===== src/rtl/arith_nzcv_pkg.sv =====
package arith_nzcv_pkg;

    localparam int OP_W = 3;

    typedef enum logic [OP_W-1:0] {
        OP_ADD = 3'd0,
        OP_ADC = 3'd1,
        OP_SUB = 3'd2,
        OP_SBC = 3'd3,
        OP_RSB = 3'd4
    } arith_op_e;

    // Registered condition flags
    typedef struct packed {
        logic n;
        logic z;
        logic c;
        logic v;
    } nzcv_t;

    // How the operand pair and carry-in are formed for one addition
    typedef struct packed {
        logic swap;      // add b then a instead of a then b
        logic invert;    // invert the second addend
        logic cin_ext;   // take carry-in from the carry_in input
        logic cin_one;   // constant carry-in value when cin_ext is low
    } steer_t;

    function automatic steer_t decode_op(input logic [OP_W-1:0] code);
        steer_t s;
        s = '0;
        case (code)
            OP_ADC: s.cin_ext = 1'b1;
            OP_SUB: begin s.invert = 1'b1; s.cin_one = 1'b1; end
            OP_SBC: begin s.invert = 1'b1; s.cin_ext = 1'b1; end
            OP_RSB: begin s.swap = 1'b1; s.invert = 1'b1; s.cin_one = 1'b1; end
            default: s = '0;   // plain add, also for unused codes
        endcase
        return s;
    endfunction

    // Signed overflow from the sign bits of both addends and the sum
    function automatic logic signed_ovf(input logic x_msb, input logic y_msb,
                                        input logic r_msb);
        return (x_msb == y_msb) && (r_msb != x_msb);
    endfunction

endpackage


===== src/rtl/arith_opsel.sv =====
module arith_opsel
    import arith_nzcv_pkg::*;
#(
    parameter int DATA_W = 32
) (
    input  logic [OP_W-1:0]   op_code,
    input  logic [DATA_W-1:0] in_a,
    input  logic [DATA_W-1:0] in_b,
    input  logic              cy_flag,
    output logic [DATA_W-1:0] add_x,
    output logic [DATA_W-1:0] add_y,
    output logic              add_cin
);

    steer_t ctl;

    always_comb begin
        ctl     = decode_op(op_code);
        add_x   = ctl.swap ? in_b : in_a;
        add_y   = ctl.swap ? in_a : in_b;
        if (ctl.invert) begin
            add_y = ~add_y;
        end
        add_cin = ctl.cin_ext ? cy_flag : ctl.cin_one;
    end

endmodule


===== src/rtl/arith_adder.sv =====
module arith_adder #(
    parameter int DATA_W     = 32,
    parameter int ADDER_KIND = 0     // 0: inferred adder, 1: explicit ripple chain
) (
    input  logic [DATA_W-1:0] x,
    input  logic [DATA_W-1:0] y,
    input  logic              cin,
    output logic [DATA_W-1:0] sum,
    output logic              cout
);

    localparam int EXT_W = DATA_W + 1;

    generate
        if (ADDER_KIND == 1) begin : g_ripple
            logic [DATA_W:0] cy;
            assign cy[0] = cin;
            for (genvar i = 0; i < DATA_W; i++) begin : g_bit
                assign sum[i]  = x[i] ^ y[i] ^ cy[i];
                assign cy[i+1] = (x[i] & y[i]) | (cy[i] & (x[i] ^ y[i]));
            end
            assign cout = cy[DATA_W];
        end else begin : g_infer
            logic [EXT_W-1:0] wide;
            assign wide = {1'b0, x} + {1'b0, y} + {{DATA_W{1'b0}}, cin};
            assign sum  = wide[DATA_W-1:0];
            assign cout = wide[DATA_W];
        end
    endgenerate

endmodule


===== src/rtl/arith_flag_reg.sv =====
module arith_flag_reg
    import arith_nzcv_pkg::*;
#(
    parameter int DATA_W = 32
) (
    input  logic              clk,
    input  logic              rst,
    input  logic              load,
    input  logic [DATA_W-1:0] sum,
    input  logic              cout,
    input  logic              x_msb,
    input  logic              y_msb,
    output nzcv_t             flags
);

    nzcv_t nxt;

    always_comb begin
        nxt.n = sum[DATA_W-1];
        nxt.z = (sum == '0);
        nxt.c = cout;
        nxt.v = signed_ovf(x_msb, y_msb, sum[DATA_W-1]);
    end

    always_ff @(posedge clk) begin
        if (rst) begin
            flags <= '0;
        end else if (load) begin
            flags <= nxt;
        end
    end

    AST_FLAGS_HOLD: assert property (@(posedge clk) disable iff (rst)
        !load |=> $stable(flags));

endmodule


===== src/rtl/arith_nzcv_unit.sv =====
module arith_nzcv_unit
    import arith_nzcv_pkg::*;
#(
    parameter int DATA_W     = 32,
    parameter int ADDER_KIND = 0
) (
    input  logic              clk,
    input  logic              rst,
    input  logic [2:0]        op_sel,
    input  logic [DATA_W-1:0] opnd_a,
    input  logic [DATA_W-1:0] opnd_b,
    input  logic              carry_in,
    input  logic              set_flags,
    output logic [DATA_W-1:0] result,
    output logic              flag_n,
    output logic              flag_z,
    output logic              flag_c,
    output logic              flag_v
);

    localparam int MSB = DATA_W - 1;

    logic [DATA_W-1:0] add_x;
    logic [DATA_W-1:0] add_y;
    logic              add_cin;
    logic [DATA_W-1:0] sum;
    logic              cout;
    nzcv_t             flags_q;

    arith_opsel #(.DATA_W(DATA_W)) i_opsel (
        .op_code (op_sel),
        .in_a    (opnd_a),
        .in_b    (opnd_b),
        .cy_flag (carry_in),
        .add_x   (add_x),
        .add_y   (add_y),
        .add_cin (add_cin)
    );

    arith_adder #(.DATA_W(DATA_W), .ADDER_KIND(ADDER_KIND)) i_adder (
        .x    (add_x),
        .y    (add_y),
        .cin  (add_cin),
        .sum  (sum),
        .cout (cout)
    );

    arith_flag_reg #(.DATA_W(DATA_W)) i_flags (
        .clk   (clk),
        .rst   (rst),
        .load  (set_flags),
        .sum   (sum),
        .cout  (cout),
        .x_msb (add_x[MSB]),
        .y_msb (add_y[MSB]),
        .flags (flags_q)
    );

    assign result = sum;
    assign flag_n = flags_q.n;
    assign flag_z = flags_q.z;
    assign flag_c = flags_q.c;
    assign flag_v = flags_q.v;

    // Independent reference terms for the checks below
    logic [DATA_W:0] ref_usum;
    logic [DATA_W:0] ref_ssum;
    assign ref_usum = {1'b0, opnd_a} + {1'b0, opnd_b};
    assign ref_ssum = {opnd_a[MSB], opnd_a} + {opnd_b[MSB], opnd_b};

    AST_NEG_BIT: assert property (@(posedge clk) disable iff (rst)
        set_flags |=> flag_n == $past(result[MSB]));

    AST_ZERO_DETECT: assert property (@(posedge clk) disable iff (rst)
        set_flags |=> flag_z == ($past(result) == '0));

    AST_ADD_CARRY: assert property (@(posedge clk) disable iff (rst)
        (set_flags && op_sel == OP_ADD) |=> flag_c == $past(ref_usum[DATA_W]));

    AST_SUB_NO_BORROW: assert property (@(posedge clk) disable iff (rst)
        (set_flags && op_sel == OP_SUB) |=> flag_c == $past(opnd_a >= opnd_b));

    AST_RSB_NO_BORROW: assert property (@(posedge clk) disable iff (rst)
        (set_flags && op_sel == OP_RSB) |=> flag_c == $past(opnd_b >= opnd_a));

    AST_ADD_OVERFLOW: assert property (@(posedge clk) disable iff (rst)
        (set_flags && op_sel == OP_ADD) |=>
            flag_v == $past(ref_ssum[DATA_W] != ref_ssum[MSB]));

endmodule


===== config.mk =====
export PLATFORM = sky130hd
export DESIGN_NAME = arith_nzcv_unit
export DESIGN_NICKNAME = d
export VERILOG_FILES = /design/src/rtl/arith_nzcv_pkg.sv /design/src/rtl/arith_opsel.sv /design/src/rtl/arith_adder.sv /design/src/rtl/arith_flag_reg.sv /design/src/rtl/arith_nzcv_unit.sv
export SDC_FILE = /design/constraint.sdc
export NUM_CORES = 1
export LEC_CHECK = 0
export ABC_AREA = 1
export BUFFER_PORTS_ARGS = -buffer_cell sky130_fd_sc_hd__clkbuf_2
export CORE_ASPECT_RATIO = 2
export CORE_MARGIN = 4
export CORE_UTILIZATION = 35
export DETAILED_ROUTE_END_ITERATION = 12
export SLEW_MARGIN = 30
export SYNTH_ARGS = -nofsm -noshare
export SYNTH_HDL_FRONTEND = slang
export SYNTH_HIERARCHICAL = 1
export SYNTH_SLANG_ARGS = --single-unit

===== constraint.sdc =====
create_clock -name clk -period 4.1 [get_ports clk]
set_input_delay 0.82 -clock clk [delete_from_list [all_inputs] [get_ports clk]]
set_output_delay 0.82 -clock clk [all_outputs]
set_load 0.01 [all_outputs]

==> impl_metrics.env <==
export IMPL_run_status="completed"
export IMPL_gp_congestion=0.9511
export IMPL_grt_first_pass_wirelength_um=23650
export IMPL_finalWirelength_um=14940
export IMPL_tritoncts="yes"
export IMPL_p_clk_share_pct=11.3
export IMPL_firstDrtPassIters=7
export IMPL_worstSetupPathType="primary input to primary output"
export IMPL_antenna_left=0
export IMPL_ir_drop_mv=0.1421
export IMPL_num_vias=5467
export IMPL_end_kind="primary output"
export IMPL_syn_to_final_growth_pct=26.17
export IMPL_dp_hpwl_um=12920
export IMPL_synth_cell_types=31
export IMPL_io_buffers=106
export IMPL_top_regs="i_flags/flags (4)"
export IMPL_yosysSeqAreaShare_pct=1.957
export IMPL_postSynthNetCount=987
export IMPL_regToRegSetupSlack_ns=3.44
export IMPL_grt_pass1_vias=5344
export IMPL_cts_buffers=3
export IMPL_fin_crit_ns=3.930
export IMPL_num_antenna_cells=0
export IMPL_grt_start_max_net_pins=72
export IMPL_switching_share_pct=55.45
export IMPL_wl_per_cell_um=13.06
export IMPL_maxCapViolCount=0
export IMPL_hold_viol=0
export IMPL_grt_ovfl_total=0
export IMPL_fin_crit_sh_pct=95.86
export IMPL_clkSlewWorstSetupHoldPaths_ns=0.03
export IMPL_critPathRequiredTime_ns=3.28
export IMPL_clkSinkCount=4
export IMPL_clock_latency_ns=0.22
export IMPL_netlist_area_um2=4093
export IMPL_die_w_um=84.47
export IMPL_slew_headroom_pct=73.79
export IMPL_fp_coreArea_um2=11350
export IMPL_die_height_um=160.9
export IMPL_yosys_top_cells_area="nand2_1 35%, inv_1 16%, ha_1 9.5%"
export IMPL_avgSynthCellArea_um2=4.635
export IMPL_initialDrtViolationCount=166
export IMPL_p_per_area_nw_per_um2=257.2
export IMPL_leakage_nw=3.490
export IMPL_synth_top_area_share_pct=35.04
export IMPL_rows=55
export IMPL_ctsHoldBuffers=0
export IMPL_switchingPower_mw=0.7364
export IMPL_largest_register_ffs=4
export IMPL_start_kind="primary input"
export IMPL_worstPathArrival_ns=3.11
export IMPL_power_frac_seq_pct=3.3
export IMPL_cts_max_level=1
export IMPL_finClkSkew_ns=0
export IMPL_max_slew_worst_pin_slew_ns=0.3904
export IMPL_final_layout_size_suffix_gt1_share_pct=18.36
export IMPL_via_per_inst=4.779
export IMPL_hold_class="flop to flop"
export IMPL_ys_ff_latch=4
export IMPL_nets=1108
export IMPL_totalNegativeSetupSlack_ns=0
export IMPL_pwr_share_comb_pct=85.4
export IMPL_track_usage_pct=21.28
export IMPL_cts_max_path_buffers=2
export IMPL_max_freq_mhz=254.4
export IMPL_grt_antenna_before_repair=0
export IMPL_netlist_instances=883
export IMPL_pre_cts_slack_ns=0.05428
export IMPL_clock_root_buffer="clkbuf_16"
export IMPL_num_io_pins=107
export IMPL_drc=0
export IMPL_drv_slew=0
export IMPL_die_area_um2=13590
export IMPL_yosysTopAreaCell="nand2_1"
export IMPL_rsz0062_at_grt="yes"
export IMPL_largest_register="i_flags/flags"
export IMPL_worstPathMaxFanout=36
export IMPL_fin_ws_ns=0.1698
export IMPL_yosysWarningCount=6
export IMPL_start_util_pct=36.04
export IMPL_internal_power_mw=0.5916
export IMPL_setup_violations=0
export IMPL_final_util_pct=45.48
-- worst max-delay path, cell delays in order --
cell	delay, ns
clkbuf_2	0.12
nor2_4	0.17
nand2_8	0.12
buf_16	0.20
nor2_1	0.10
a21oi_1	0.05
ha_1	0.39
nand2_1	0.16
inv_1	0.05
a21oi_1	0.21
nand2_1	0.12
a21oi_1	0.19
nand3_1	0.10
nand2_1	0.14
clkbuf_2	0.16
-- synthesized netlist by cell type (all sizes together) --
master,instances
nor3,6
nand3b,1
and2,1
o21bai,1
xor2,14
nor3b,1
buf,23
inv,179
or2,14
a21oi,39
ha,31
a21o,1
xnor2,1
o21ai,35
fa,2
nand4,5
dfxtp,4
nand3,58
nor2,78
nand2,389
-- per-stage QoR --
step / hold WS (ns) / instances / area [µm²] / power [mW]
global placement: 0.4526 / 1138 / 4923 / 1.146
CTS: 0.4583 / 1141 / 4999 / 1.306
floorplan: 0.4767 / 883 / 4093 / 0.7230
global route: 0.5084 / 1144 / 5164 / 1.472
detailed placement: 0.4529 / 1138 / 4923 / 1.151
finish: 0.4570 / 1144 / 5164 / 1.328
-- worst paths after layout --
kind,to,cells past startpoint,startpoint
max reg2reg,i_flags/flags[3]$_SDFFE_PP0P_,2,i_flags/flags[3]$_SDFFE_PP0P_
max,result[29],15,op_sel[1]
min reg2reg,i_flags/flags[1]$_SDFFE_PP0P_,2,i_flags/flags[1]$_SDFFE_PP0P_
min,i_flags/flags[1]$_SDFFE_PP0P_,2,i_flags/flags[1]$_SDFFE_PP0P_
-- cell families (layout without fill, tap and decap cells) --
kind of cell / Yosys count / in the layout / share of synthesized area, %
simple gates: 553 / 553 / 55.21
buf+inv: 202 / 321 / 19.66
compound gates: 76 / 76 / 9.508
fa+ha+maj: 33 / 33 / 10.46
xor+xnor: 15 / 15 / 3.210
flops: 4 / 4 / 1.957
-- layout by cell type, fill, tap and decap left out, types with 11 or more instances in the layout --
cell	instances
buf_4	28
clkbuf_2	105
nand2_2	11
nor2_1	67
nand3_1	57
inv_1	177
nand2_1	377
ha_1	23
o21ai_1	32
a21oi_1	35
xor2_1	14
-- what timing repair did --
action / CTS / global route
resized for setup: 0 / 33
buffers inserted: 0 / 1
setup endpoints to repair: 0 / 23
-- power by group through the flow --
stage / logic, mW / registers (mW) / clock network (mW)
after floorplan: 0.677 / 0.0456 / 0
after global placement: 1.10 / 0.0444 / 0
after detailed placement: 1.11 / 0.0444 / 0
after CTS: 1.11 / 0.0439 / 0.151
after global routing: 1.27 / 0.0441 / 0.154
final: 1.13 / 0.0438 / 0.150
-- final cells by class --
cell class              count  area [µm²]
well taps                 142       177.7
inverters                 179       671.9
repair buffers            139       858.3
fillers                  1350        6191
clock buffers               3       75.07
multi-input cells         677        3301
flip-flops and latches      4       80.08
-- routing by layer --
metal	GRT usage (%)	part of all wire [%]	vias up
li1	-	-	2887
met1	17.74	32	2355
met2	45.36	57	155
met3	0.6674	2.6	70
met4	14.27	8.2	0
met5	0	0	-
(Power assumes the default switching activity.)
